--- config.mk ---
export PLATFORM = sky130hd
export DESIGN_NAME = dual_sema_unit
export DESIGN_NICKNAME = d
export VERILOG_FILES = /design/src/rtl/sema_pkg.sv /design/src/rtl/sema_port_decode.sv /design/src/rtl/sema_flag_cell.sv /design/src/rtl/sema_read_mux.sv /design/src/rtl/dual_sema_unit.sv
export SDC_FILE = /design/constraint.sdc
export NUM_CORES = 1
export LEC_CHECK = 0
export BUFFER_PORTS_ARGS = -buffer_cell sky130_fd_sc_hd__buf_4
export CAP_MARGIN = 40
export CELL_PAD_IN_SITES_DETAIL_PLACEMENT = 2
export CELL_PAD_IN_SITES_GLOBAL_PLACEMENT = 2
export CORE_MARGIN = 4
export CORE_UTILIZATION = 26
export CTS_CLUSTER_DIAMETER = 40
export DETAILED_ROUTE_END_ITERATION = 6
export PLACE_DENSITY_LB_ADDON = 0.3
export SYNTH_ARGS = -nofsm -noshare
export SYNTH_HDL_FRONTEND = slang
export SYNTH_SLANG_ARGS = --single-unit
--- constraint.sdc ---
create_clock -name clk -period 1.6 [get_ports clk]
set_input_delay 0.08 -clock clk [delete_from_list [all_inputs] [get_ports clk]]
set_output_delay 0.08 -clock clk [all_outputs]
set_load 0.05 [all_outputs]
--- src/rtl/sema_pkg.sv ---
package sema_pkg;

    typedef enum logic [1:0] {
        OWN_NONE  = 2'd0,
        OWN_LEFT  = 2'd1,
        OWN_RIGHT = 2'd2
    } owner_e;

    typedef struct packed {
        owner_e owner;
        logic   wait_l;
        logic   wait_r;
    } flag_state_t;

endpackage

--- src/rtl/sema_port_decode.sv ---
module sema_port_decode #(
    parameter int NUM_FLAGS = 8,
    parameter int ADDR_W    = 12,
    parameter int DATA_W    = 8,
    localparam int FLAG_W   = $clog2(NUM_FLAGS)
) (
    input  logic                 sem_n,
    input  logic                 wr,
    input  logic [ADDR_W-1:0]    addr,
    input  logic [DATA_W-1:0]    wdata,
    output logic [NUM_FLAGS-1:0] req_vec,
    output logic [NUM_FLAGS-1:0] rel_vec,
    output logic [FLAG_W-1:0]    idx,
    output logic                 rd_en
);
    logic wr_sel;
    logic unused_bits;

    assign idx         = addr[FLAG_W-1:0];
    assign wr_sel      = !sem_n && wr;
    assign rd_en       = !sem_n && !wr;
    assign unused_bits = ^{addr[ADDR_W-1:FLAG_W], wdata[DATA_W-1:1]};

    for (genvar i = 0; i < NUM_FLAGS; i++) begin : g_dec
        logic hit;
        assign hit        = wr_sel && (idx == FLAG_W'(i));
        assign req_vec[i] = hit && !wdata[0];
        assign rel_vec[i] = hit &&  wdata[0];
    end
endmodule

--- src/rtl/sema_flag_cell.sv ---
module sema_flag_cell
    import sema_pkg::*;
(
    input  logic clk,
    input  logic rst,
    input  logic req_l,
    input  logic rel_l,
    input  logic req_r,
    input  logic rel_r,
    output logic own_l,
    output logic own_r,
    output logic wait_l,
    output logic wait_r
);
    flag_state_t state_d, state_q;

    always_comb begin
        state_d = state_q;
        unique case (state_q.owner)
            OWN_NONE: begin
                if (state_q.wait_l) begin
                    state_d.owner  = OWN_LEFT;
                    state_d.wait_l = 1'b0;
                    if (req_r) state_d.wait_r = 1'b1;
                end else if (state_q.wait_r) begin
                    state_d.owner  = OWN_RIGHT;
                    state_d.wait_r = 1'b0;
                    if (req_l) state_d.wait_l = 1'b1;
                end else if (req_l) begin
                    state_d.owner = OWN_LEFT;
                    if (req_r) state_d.wait_r = 1'b1;
                end else if (req_r) begin
                    state_d.owner = OWN_RIGHT;
                end
            end
            OWN_LEFT: begin
                if (rel_l) state_d.owner  = OWN_NONE;
                if (req_r) state_d.wait_r = 1'b1;
            end
            OWN_RIGHT: begin
                if (rel_r) state_d.owner  = OWN_NONE;
                if (req_l) state_d.wait_l = 1'b1;
            end
            default: state_d.owner = OWN_NONE;
        endcase
    end

    always_ff @(posedge clk) begin
        if (rst) begin
            state_q <= '{owner: OWN_NONE, wait_l: 1'b0, wait_r: 1'b0};
        end else begin
            state_q <= state_d;
        end
    end

    assign own_l  = (state_q.owner == OWN_LEFT);
    assign own_r  = (state_q.owner == OWN_RIGHT);
    assign wait_l = state_q.wait_l;
    assign wait_r = state_q.wait_r;
endmodule

--- src/rtl/sema_read_mux.sv ---
module sema_read_mux #(
    parameter int NUM_FLAGS = 8,
    parameter int DATA_W    = 8,
    localparam int FLAG_W   = $clog2(NUM_FLAGS)
) (
    input  logic                 rd_en,
    input  logic [FLAG_W-1:0]    idx,
    input  logic [NUM_FLAGS-1:0] own_vec,
    output logic [DATA_W-1:0]    rdata
);
    always_comb begin
        rdata = {DATA_W{1'b1}};
        if (rd_en && own_vec[idx]) rdata = {DATA_W{1'b0}};
    end
endmodule

--- src/rtl/dual_sema_unit.sv ---
module dual_sema_unit #(
    parameter int NUM_FLAGS = 8,
    parameter int ADDR_W    = 12,
    parameter int DATA_W    = 8
) (
    input  logic              clk,
    input  logic              rst,
    input  logic              l_sem_n,
    input  logic              l_wr,
    input  logic [ADDR_W-1:0] l_addr,
    input  logic [DATA_W-1:0] l_wdata,
    output logic [DATA_W-1:0] l_rdata,
    input  logic              r_sem_n,
    input  logic              r_wr,
    input  logic [ADDR_W-1:0] r_addr,
    input  logic [DATA_W-1:0] r_wdata,
    output logic [DATA_W-1:0] r_rdata
);
    localparam int FLAG_W = $clog2(NUM_FLAGS);

    logic [NUM_FLAGS-1:0] l_req, l_rel, r_req, r_rel;
    logic [NUM_FLAGS-1:0] own_l, own_r, wait_l, wait_r;
    logic [FLAG_W-1:0]    l_idx, r_idx;
    logic                 l_rd, r_rd;

    sema_port_decode #(.NUM_FLAGS(NUM_FLAGS), .ADDR_W(ADDR_W), .DATA_W(DATA_W)) u_dec_l (
        .sem_n(l_sem_n), .wr(l_wr), .addr(l_addr), .wdata(l_wdata),
        .req_vec(l_req), .rel_vec(l_rel), .idx(l_idx), .rd_en(l_rd)
    );

    sema_port_decode #(.NUM_FLAGS(NUM_FLAGS), .ADDR_W(ADDR_W), .DATA_W(DATA_W)) u_dec_r (
        .sem_n(r_sem_n), .wr(r_wr), .addr(r_addr), .wdata(r_wdata),
        .req_vec(r_req), .rel_vec(r_rel), .idx(r_idx), .rd_en(r_rd)
    );

    for (genvar i = 0; i < NUM_FLAGS; i++) begin : g_flag
        sema_flag_cell u_cell (
            .clk(clk), .rst(rst),
            .req_l(l_req[i]), .rel_l(l_rel[i]),
            .req_r(r_req[i]), .rel_r(r_rel[i]),
            .own_l(own_l[i]), .own_r(own_r[i]),
            .wait_l(wait_l[i]), .wait_r(wait_r[i])
        );
    end

    sema_read_mux #(.NUM_FLAGS(NUM_FLAGS), .DATA_W(DATA_W)) u_rd_l (
        .rd_en(l_rd), .idx(l_idx), .own_vec(own_l), .rdata(l_rdata)
    );

    sema_read_mux #(.NUM_FLAGS(NUM_FLAGS), .DATA_W(DATA_W)) u_rd_r (
        .rd_en(r_rd), .idx(r_idx), .own_vec(own_r), .rdata(r_rdata)
    );
endmodule

==> results of run 1 <==
## power by group through the flow
stage | sequential [mW] | clock, mW | combinational, mW
after floorplan | 0.826 | 0 | 0.144
after global placement | 0.824 | 0 | 0.247
after detailed placement | 0.825 | 0 | 0.250
after CTS | 0.807 | 0.688 | 0.263
after global routing | 0.808 | 0.736 | 0.299
final | 0.807 | 0.669 | 0.278
## tightest hold or removal path, cell delays in order
cell and delay (ns):
buf_4 0.09, or4b_4 0.12, or4_4 0.12, a2111oi_4 0.05
## area by class of cell
type / instances / area [µm²]
Clock buffer: 8 / 90.1
Fill cell: 876 / 4600
Inverter: 13 / 48.8
Multi-Input combinational cell: 172 / 1160
Sequential cell: 32 / 652
Tap cell: 99 / 124
Timing Repair Buffer: 65 / 612
## metrics by stage
stage	setup TNS [ns]	hold slack (ns)	worst slack, ns	instance area [µm²]	std cells
after floorplan	-1.76	0.171	-0.263	2030	245
after global placement	-0.00460	0.494	-0.00460	2400	380
after detailed placement	-0.0300	0.496	-0.0228	2400	380
after CTS	-2.05	0.197	-0.159	2600	389
after global routing	-3.71	0.208	-0.241	2690	389
final	-2.12	0.198	-0.178	2690	389
## synthesized netlist by cell type (all sizes together), types with 3 or more instances
master	number
dfxtp	32
nor4	12
nand2	5
and3	4
a311oi	6
nor3	38
nand2b	5
a211oi	12
inv	13
o31a	6
o21ai	4
nor2	27
nor3b	3
clkbuf	10
nand3b	3
a31oi	3
nor2b	7
buf	17
a2111oi	6
## state kept, by name, summed over array words and instances (netlist names)
name	count
g_flag.u_cell.wait_l	8
g_flag.u_cell.state_q	16
g_flag.u_cell.wait_r	8
## logic make-up after synthesis
family / count (synthesis) / share of synthesized area
AOI/OAI and AO/OA: 53 / 0.218
and+or+nand+nor: 119 / 0.340
buffers and inverters: 41 / 0.117
DFF: 32 / 0.325
## timing repair
item,in CTS,in global routing
gates resized for setup,29,21
setup endpoints to repair,16,16
buffers inserted,1,0
pin swaps,5,3
## path summary, 6_finish.rpt
path                                                                from                                        to  cells past startpoint
worst max-delay path            g_flag[5].u_cell.state_q[3]$_SDFFE_PP0P_                                r_rdata[2]                      5
worst min-delay path                                             r_sem_n  g_flag[3].u_cell.state_q[3]$_SDFFE_PP0P_                      4
worst max register to register      g_flag[3].u_cell.wait_l$_SDFFE_PP0P_  g_flag[3].u_cell.state_q[3]$_SDFFE_PP0P_                      2
worst min register to register  g_flag[3].u_cell.state_q[3]$_SDFFE_PP0P_  g_flag[3].u_cell.state_q[2]$_SDFFE_PP0P_                      1
## per-layer routing
metal / routed length [µm] / global-route usage / vias up
met3: 117 / 0.0284 / 2
met2: 3500 / 0.277 / 15
li1: - / - / 1003
met1: 3260 / 0.211 / 1023
met4: 30 / 0.0349 / 0
met5: 0 / 0 / -
==> results.cfg, run 1 <==
[status]
status = finished with violations
violations = negative setup slack

[power_and_ir_drop]
p_switching_uw = 485
peakVddDrop_mv = 0.342
combPwrFrac = 0.158
p_seq_frac = 0.460
p_leak_nw = 0.926
internal_power_mw = 1.27
swShare = 0.277
total_power_mw = 1.75
clockPowerShare = 0.382
power_density_mw_per_mm2 = 652

[synthesis]
ys.flop_type = dfxtp_1
syn_area_per_cell_um2 = 8.04
yosysWarningCount = 0
yosysSeqAreaShare = 0.325
synth-seq-cells = 32
yosysTopAreaCell = dfxtp_1
yosysTopAreaCellShare = 0.325
synth_area_leaders = dfxtp_1 (33%), nor3_1 (9.7%), buf_4 (6.1%), nor2_1 (5.1%), a211oi_1 (4.6%)
syn-instance-count = 245
synth_area_mm2 = 0.00197
synth_async_sr_flop_share = 0
syn-num-nets = 291
synth-edff-count = 0
ys_types = 50

[drt]
drt_wl_total_um = 6910
dr.first_iter.drc_count = 35
vias = 2043
post_drt_wl_per_cell_um = 17.8
drc = 0
vias_per_cell = 5.25
ant_nets = 0
first_pass_iters = 5

[floorplan]
die_h_um = 95.0
core_area_mm2 = 0.00729
floorplan.initialDensity = 0.270
io_pins = 62
rows = 31
die_area_mm2 = 0.00903
die_x_um = 95.0

[setup_path]
crit_fanout = 8
critPathMaxStageDelay_ns = 0.45
cp_top_family = compound AO/OA/AOI/OAI gates
worst-path-buf-inv = 2
cpMostUsedCell = o311ai_4
arrival_ns = 1.70
path_cells = inv_2 -> o311ai_4 -> o311ai_4 -> a211o_4 -> buf_8
crit_path_top_delay_cell = a211o_4
path_class = reg2out
crit_required_ns = 1.52
end_kind = output pin
r2r_slack_ns = 0.30
critPathLaunchType = flop

[final_layout]
syn2layout_area_growth_pct = 36.7
drive_gt1_frac = 0.317
final_nets = 335
antenna_cells = 0
final_cell_mix = buf_4 (48), nor3_1 (37), nor2_1 (27)
final_util = 0.369
layout.cells.most_common = buf_4

[clock_tree]
h-tree-depth = 2
clk_path_buf_depth = 2
cts_buffers = 5
cts_root_buffer = clkbuf_8
clk_pin_slew_ns = 0.08
clk_latency_ns = 0.29
tritoncts = yes
cts.sinks = 32
postCtsHoldBufs = 0

[global_routing]
gr-usage-all-layers = 0.161
antenna_found_initial = 0
first_global_vias = 2220
grt_max_degree = 34
grt_first_pass_wirelength_um = 11300
grt_overflow_total = 0

[placement]
port_buffers = 29
place.gp.congestion = 0.768
dp_hpwl_um = 5230

[timing]
fin_crit_ns = 1.78
fin_ws_ns = -0.178
slew_headroom = 0.728
hold_viol = 0
worst_pin_slew_ns = 0.405
final_max_slew_viol_count = 0
setup_viol = 16
post-route-period-util = 1.11
clock.fmax_mhz = 562
rsz0062_at_grt = true
clock-skew-final_ns = 0.00683

[run]
cap_violations = 0

[hold_path]
worst_hold_path_type = in2reg
Note: power is estimated with default switching activity, not from simulation.
==> run 2: changes to the inputs <==
- SKIP_CTS_REPAIR_TIMING: not set -> 1
==> run 2 against run 1 <==
  * Critical path depth unchanged
  * Worst hold slack improved by 0.0027 ns
  * Final cell count increased by 0.26%
  * Global-route usage decreased by 0.31 points
  * The flow still finishes with violations (negative setup slack)
  * Clock power increased by 1%
==> results.cfg, run 2 (synthesis gave the netlist of run 1 again) <==
[power_and_ir_drop]
p_leak_nw = 0.931
combPwrFrac = 0.158
p_switching_uw = 495
power_density_mw_per_mm2 = 648
swShare = 0.281
internal_power_mw = 1.27
total_power_mw = 1.76
clockPowerShare = 0.384
peakVddDrop_mv = 0.342
p_seq_frac = 0.458

[floorplan]
rows = 31
die_area_mm2 = 0.00903
die_h_um = 95.0
floorplan.initialDensity = 0.270
core_area_mm2 = 0.00729
die_x_um = 95.0
io_pins = 62

[setup_path]
arrival_ns = 1.67
cp_top_family = compound AO/OA/AOI/OAI gates
critPathLaunchType = flop
worst-path-buf-inv = 1
path_class = reg2out
crit_required_ns = 1.52
worstReg2RegStart = g_flag[3].u_cell.wait_l$_SDFFE_PP0P_
crit_path_top_delay_cell = a211o_4
end_kind = output pin
path_cells = nand3b_1 -> o311ai_4 -> o311ai_4 -> a211o_4 -> buf_6
cpMostUsedCell = o311ai_4
startpoint = g_flag[7].u_cell.state_q[2]$_SDFFE_PP0P_
critPathMaxStageDelay_ns = 0.42
crit_fanout = 8

[final_layout]
drive_gt1_frac = 0.340
antenna_cells = 0
final_cell_mix = buf_4 (49), nor3_1 (37), nor2_1 (27)
largest_register = g_flag.u_cell.state_q
layout.cells.most_common = buf_4
largest_reg_flops = 16
fin_cells = 390
syn2layout_area_growth_pct = 38.1
final_nets = 336

[run]
cap_violations = 0

[hold_path]
worst_hold_path_type = in2reg
hp-start = r_sem_n

[drt]
post_drt_wl_per_cell_um = 17.9
dr.first_iter.drc_count = 41
ant_nets = 0
drt_wl_total_um = 6980
drc = 0
vias_per_cell = 5.33
vias = 2079
first_pass_iters = 4

[clock_tree]
cts_buffers = 5
clk_pin_slew_ns = 0.08
tritoncts = yes
cts.sinks = 32
clk_path_buf_depth = 2
cts_root_buffer = clkbuf_8
clk_latency_ns = 0.29
h-tree-depth = 2

[placement]
dp_hpwl_um = 5230
dp_cells = 380
place_ws_ns = -0.0228
port_buffers = 29
place.gp.congestion = 0.768

[timing]
clock.fmax_mhz = 571
final_max_slew_viol_count = 0
worst_pin_slew_ns = 0.409
fin_ws_ns = -0.152
hold_viol = 0
final.setup.tns_ns = -1.96
clock-skew-final_ns = 0.00504
rsz0062_at_grt = true
post-route-period-util = 1.09
setup_viol = 16
slew_headroom = 0.725
fin_crit_ns = 1.75

[global_routing]
first_global_vias = 2189
grt_first_pass_wirelength_um = 11100
grt_max_degree = 34
grt_overflow_total = 0
antenna_found_initial = 0
gr-usage-all-layers = 0.158

[status]
violations = negative setup slack
status = finished with violations
==> run 2: tightest hold or removal path: stages <==
cell and delay [ns]:
buf_4 0.08, or4b_4 0.12, or4_4 0.12, a2111oi_4 0.05
==> run 2: worst paths after layout <==
kind	to	slack, ns	cells after the start
worst max register to register	g_flag[3].u_cell.state_q[3]$_SDFFE_PP0P_	0.29	2
worst min-delay path	g_flag[3].u_cell.state_q[3]$_SDFFE_PP0P_	0.20	4
worst min register to register	g_flag[3].u_cell.state_q[2]$_SDFFE_PP0P_	0.46	1
worst max-delay path	r_rdata[3]	-0.15	5
==> run 2: power by group through the flow <==
stage,combinational [mW],sequential (mW),clock [mW]
after floorplan,0.144,0.826,0
after global placement,0.247,0.824,0
after detailed placement,0.250,0.825,0
after CTS,0.252,0.806,0.688
after global routing,0.301,0.808,0.729
final,0.279,0.808,0.677
==> run 2: cell type report <==
type                    count  area (µm²)
well taps                  99         124
repair buffers             66         597
multi-input cells         172        1210
clock buffers               8        90.1
flip-flops and latches     32         652
inverters                  13        51.3
fillers                   880        4570
==> run 2: layer usage <==
layer	vias up	global-route usage	wire, µm
met5	-	0	0
met4	0	0.0337	48
met3	5	0.0292	175
met2	21	0.273	3570
met1	1043	0.204	3180
li1	1010	-	-
==> run 2: through the flow <==
| step | cell area, µm² | util | hold slack [ns] |
|---|---|---|---|
| 2_1_floorplan | 2030 | - | 0.171 |
| 3_3_place_gp | 2400 | 0.329 | 0.494 |
| 3_5_place_dp | 2400 | 0.329 | 0.496 |
| 4_1_cts | 2490 | 0.342 | 0.205 |
| 5_1_grt | 2720 | 0.373 | 0.207 |
| 6_report | 2720 | 0.373 | 0.201 |
==> run 3: changes to the inputs <==
--- a/config.mk
+++ b/config.mk
@@ -12,5 +12,6 @@
 export CORE_MARGIN = 4
 export CORE_UTILIZATION = 26
-export CTS_CLUSTER_DIAMETER = 40
+export CTS_BUF_LIST = sky130_fd_sc_hd__clkbuf_16
+export CTS_CLUSTER_DIAMETER = 150
 export DETAILED_ROUTE_END_ITERATION = 6
 export PLACE_DENSITY_LB_ADDON = 0.3
==> constraint.sdc (replaced) <==
create_clock -name clk -period 1.6 [get_ports clk]
set_input_delay 0.32 -clock clk [delete_from_list [all_inputs] [get_ports clk]]
set_output_delay 0.32 -clock clk [all_outputs]
set_load 0.05 [all_outputs]
==> run 3 against run 2 <==
  * Design area is 10% higher
  * Count of clock-buffer cells in the layout fell by 3
  * Sequential power about the same
  * The flow still finishes with violations (negative setup slack)
  * Wire length increased by 14%
  * Clock power up 35%
  * Critical path depth is the same
  * Register-to-register slack better by 0.03 ns
  * Die area stayed put
  * Fmax shrank 13%
  * First-iteration DRC count stayed put
  * Final cell count up 6.2%
==> results.cfg, run 3 (synthesis gave the netlist of run 1 again) <==
[timing]
final_max_slew_viol_count = 0
rsz0062_at_grt = true
clock-skew-final_ns = 0.00312
fin_ws_ns = -0.405
fin_crit_ns = 2.01
post-route-period-util = 1.25
worst_pin_slew_ns = 0.455
setup_viol = 16
hold_viol = 0
fin_hold_ws_ns = 0.478
clock.fmax_mhz = 499
slew_headroom = 0.695

[power_and_ir_drop]
power_density_mw_per_mm2 = 683
peakVddDrop_mv = 0.376
total_power_mw = 2.04
p_leak_nw = 1.08

[floorplan]
floorplan.initialDensity = 0.270
core_area_mm2 = 0.00729
die_x_um = 95.0
rows = 31
io_pins = 62
die_area_mm2 = 0.00903
die_h_um = 95.0

[setup_path]
crit_path_top_delay_cell = a211o_4
worst-path-buf-inv = 2
cp_top_family = compound AO/OA/AOI/OAI gates
path_class = reg2out
critPathLaunchType = flop
crit_required_ns = 1.28
critPathMaxStageDelay_ns = 0.42
crit_fanout = 8
end_kind = output pin
arrival_ns = 1.69
cpMostUsedCell = o311ai_2
path_cells = inv_2 -> o311ai_2 -> o311ai_2 -> a211o_4 -> buf_6

[placement]
dp_cells = 402
port_buffers = 29
placed_area_mm2 = 0.00259
place_ws_ns = -0.332
dp_hpwl_um = 5530
place.gp.congestion = 0.779

[drt]
ant_nets = 0
first_pass_iters = 4
drt_wl_total_um = 7940
vias_per_cell = 5.32
vias = 2204
drc = 0
dr.first_iter.drc_count = 41
post_drt_wl_per_cell_um = 19.2

[final_layout]
final_nets = 361
final_cell_mix = buf_4 (70), nor3_1 (36), nor2_1 (27)
largest_reg_flops = 16
fin_cells = 414
register_area_um2 = 653
syn2layout_area_growth_pct = 52.0
layout.cells.most_common = buf_4
drive_gt1_frac = 0.416
antenna_cells = 0
final_area_mm2 = 0.00299
multi_input_area_mm2 = 0.00124
largest_register = g_flag.u_cell.state_q
nFillCells = 844

[clock_tree]
cts_buffers = 5
clk_path_buf_depth = 2
cts.sinks = 32
clk_latency_ns = 0.28
clk_pin_slew_ns = 0.05
h-tree-depth = 2
tritoncts = yes
cts_root_buffer = clkbuf_16

[global_routing]
gr-usage-all-layers = 0.172
grt_max_degree = 34
grt_first_pass_wirelength_um = 12000
first_global_vias = 2307
antenna_found_initial = 0
grt_overflow_total = 0

[status]
violations = negative setup slack
status = finished with violations

[run]
cap_violations = 0

[hold_path]
worst_hold_path_type = in2reg
[run 3: final cells by class]
| class | instances | share of cell area |
|---|---|---|
| Clock buffer | 5 | 0.0418 |
| Clock inverter | 2 | 0.00251 |
| Inverter | 13 | 0.0171 |
| Multi-Input combinational cell | 172 | 0.413 |
| Sequential cell | 32 | 0.218 |
| Tap cell | 99 | 0.0414 |
| Timing Repair Buffer | 91 | 0.266 |
[run 3: worst register-to-register path, stage by stage, from the launching register on]
cell       delay [ns]
dfxtp_1          0.34
or4_4            0.55
a2111oi_4        0.29
[run 3: path summary, 6_finish.rpt]
path | to | slack [ns] | startpoint | cells past startpoint
worst max-delay path | r_rdata[5] | -0.41 | g_flag[5].u_cell.state_q[3]$_SDFFE_PP0P_ | 5
worst min-delay path | g_flag[3].u_cell.state_q[3]$_SDFFE_PP0P_ | 0.48 | r_wdata[0] | 4
worst max register to register | g_flag[3].u_cell.state_q[3]$_SDFFE_PP0P_ | 0.32 | g_flag[3].u_cell.wait_l$_SDFFE_PP0P_ | 2
worst min register to register | g_flag[7].u_cell.state_q[2]$_SDFFE_PP0P_ | 0.49 | g_flag[7].u_cell.state_q[3]$_SDFFE_PP0P_ | 1
[run 3: where the power goes]
group | internal (mW) | switching (mW) | total [mW]
clock network | 0.557 | 0.360 | 0.917
registers | 0.802 | 0.00616 | 0.808
logic | 0.141 | 0.178 | 0.319
total | 1.50 | 0.544 | 2.04
[run 3: per-layer routing]
layer | GRT usage | part of all wire | up-vias
met5 | 0 | 0 | -
met4 | 0.0325 | 0.0087 | 0
met3 | 0.0403 | 0.025 | 7
met2 | 0.295 | 0.52 | 25
met1 | 0.222 | 0.45 | 1116
li1 | - | - | 1056
[run 3: through the flow]
| stage | setup TNS (ns) | util |
|---|---|---|
| global route | -7.47 | 0.411 |
| global placement | -6.65 | 0.356 |
| floorplan | -6.75 | - |
| finish | -6.22 | 0.411 |
| CTS | -7.85 | 0.374 |
| detailed placement | -7.55 | 0.356 |
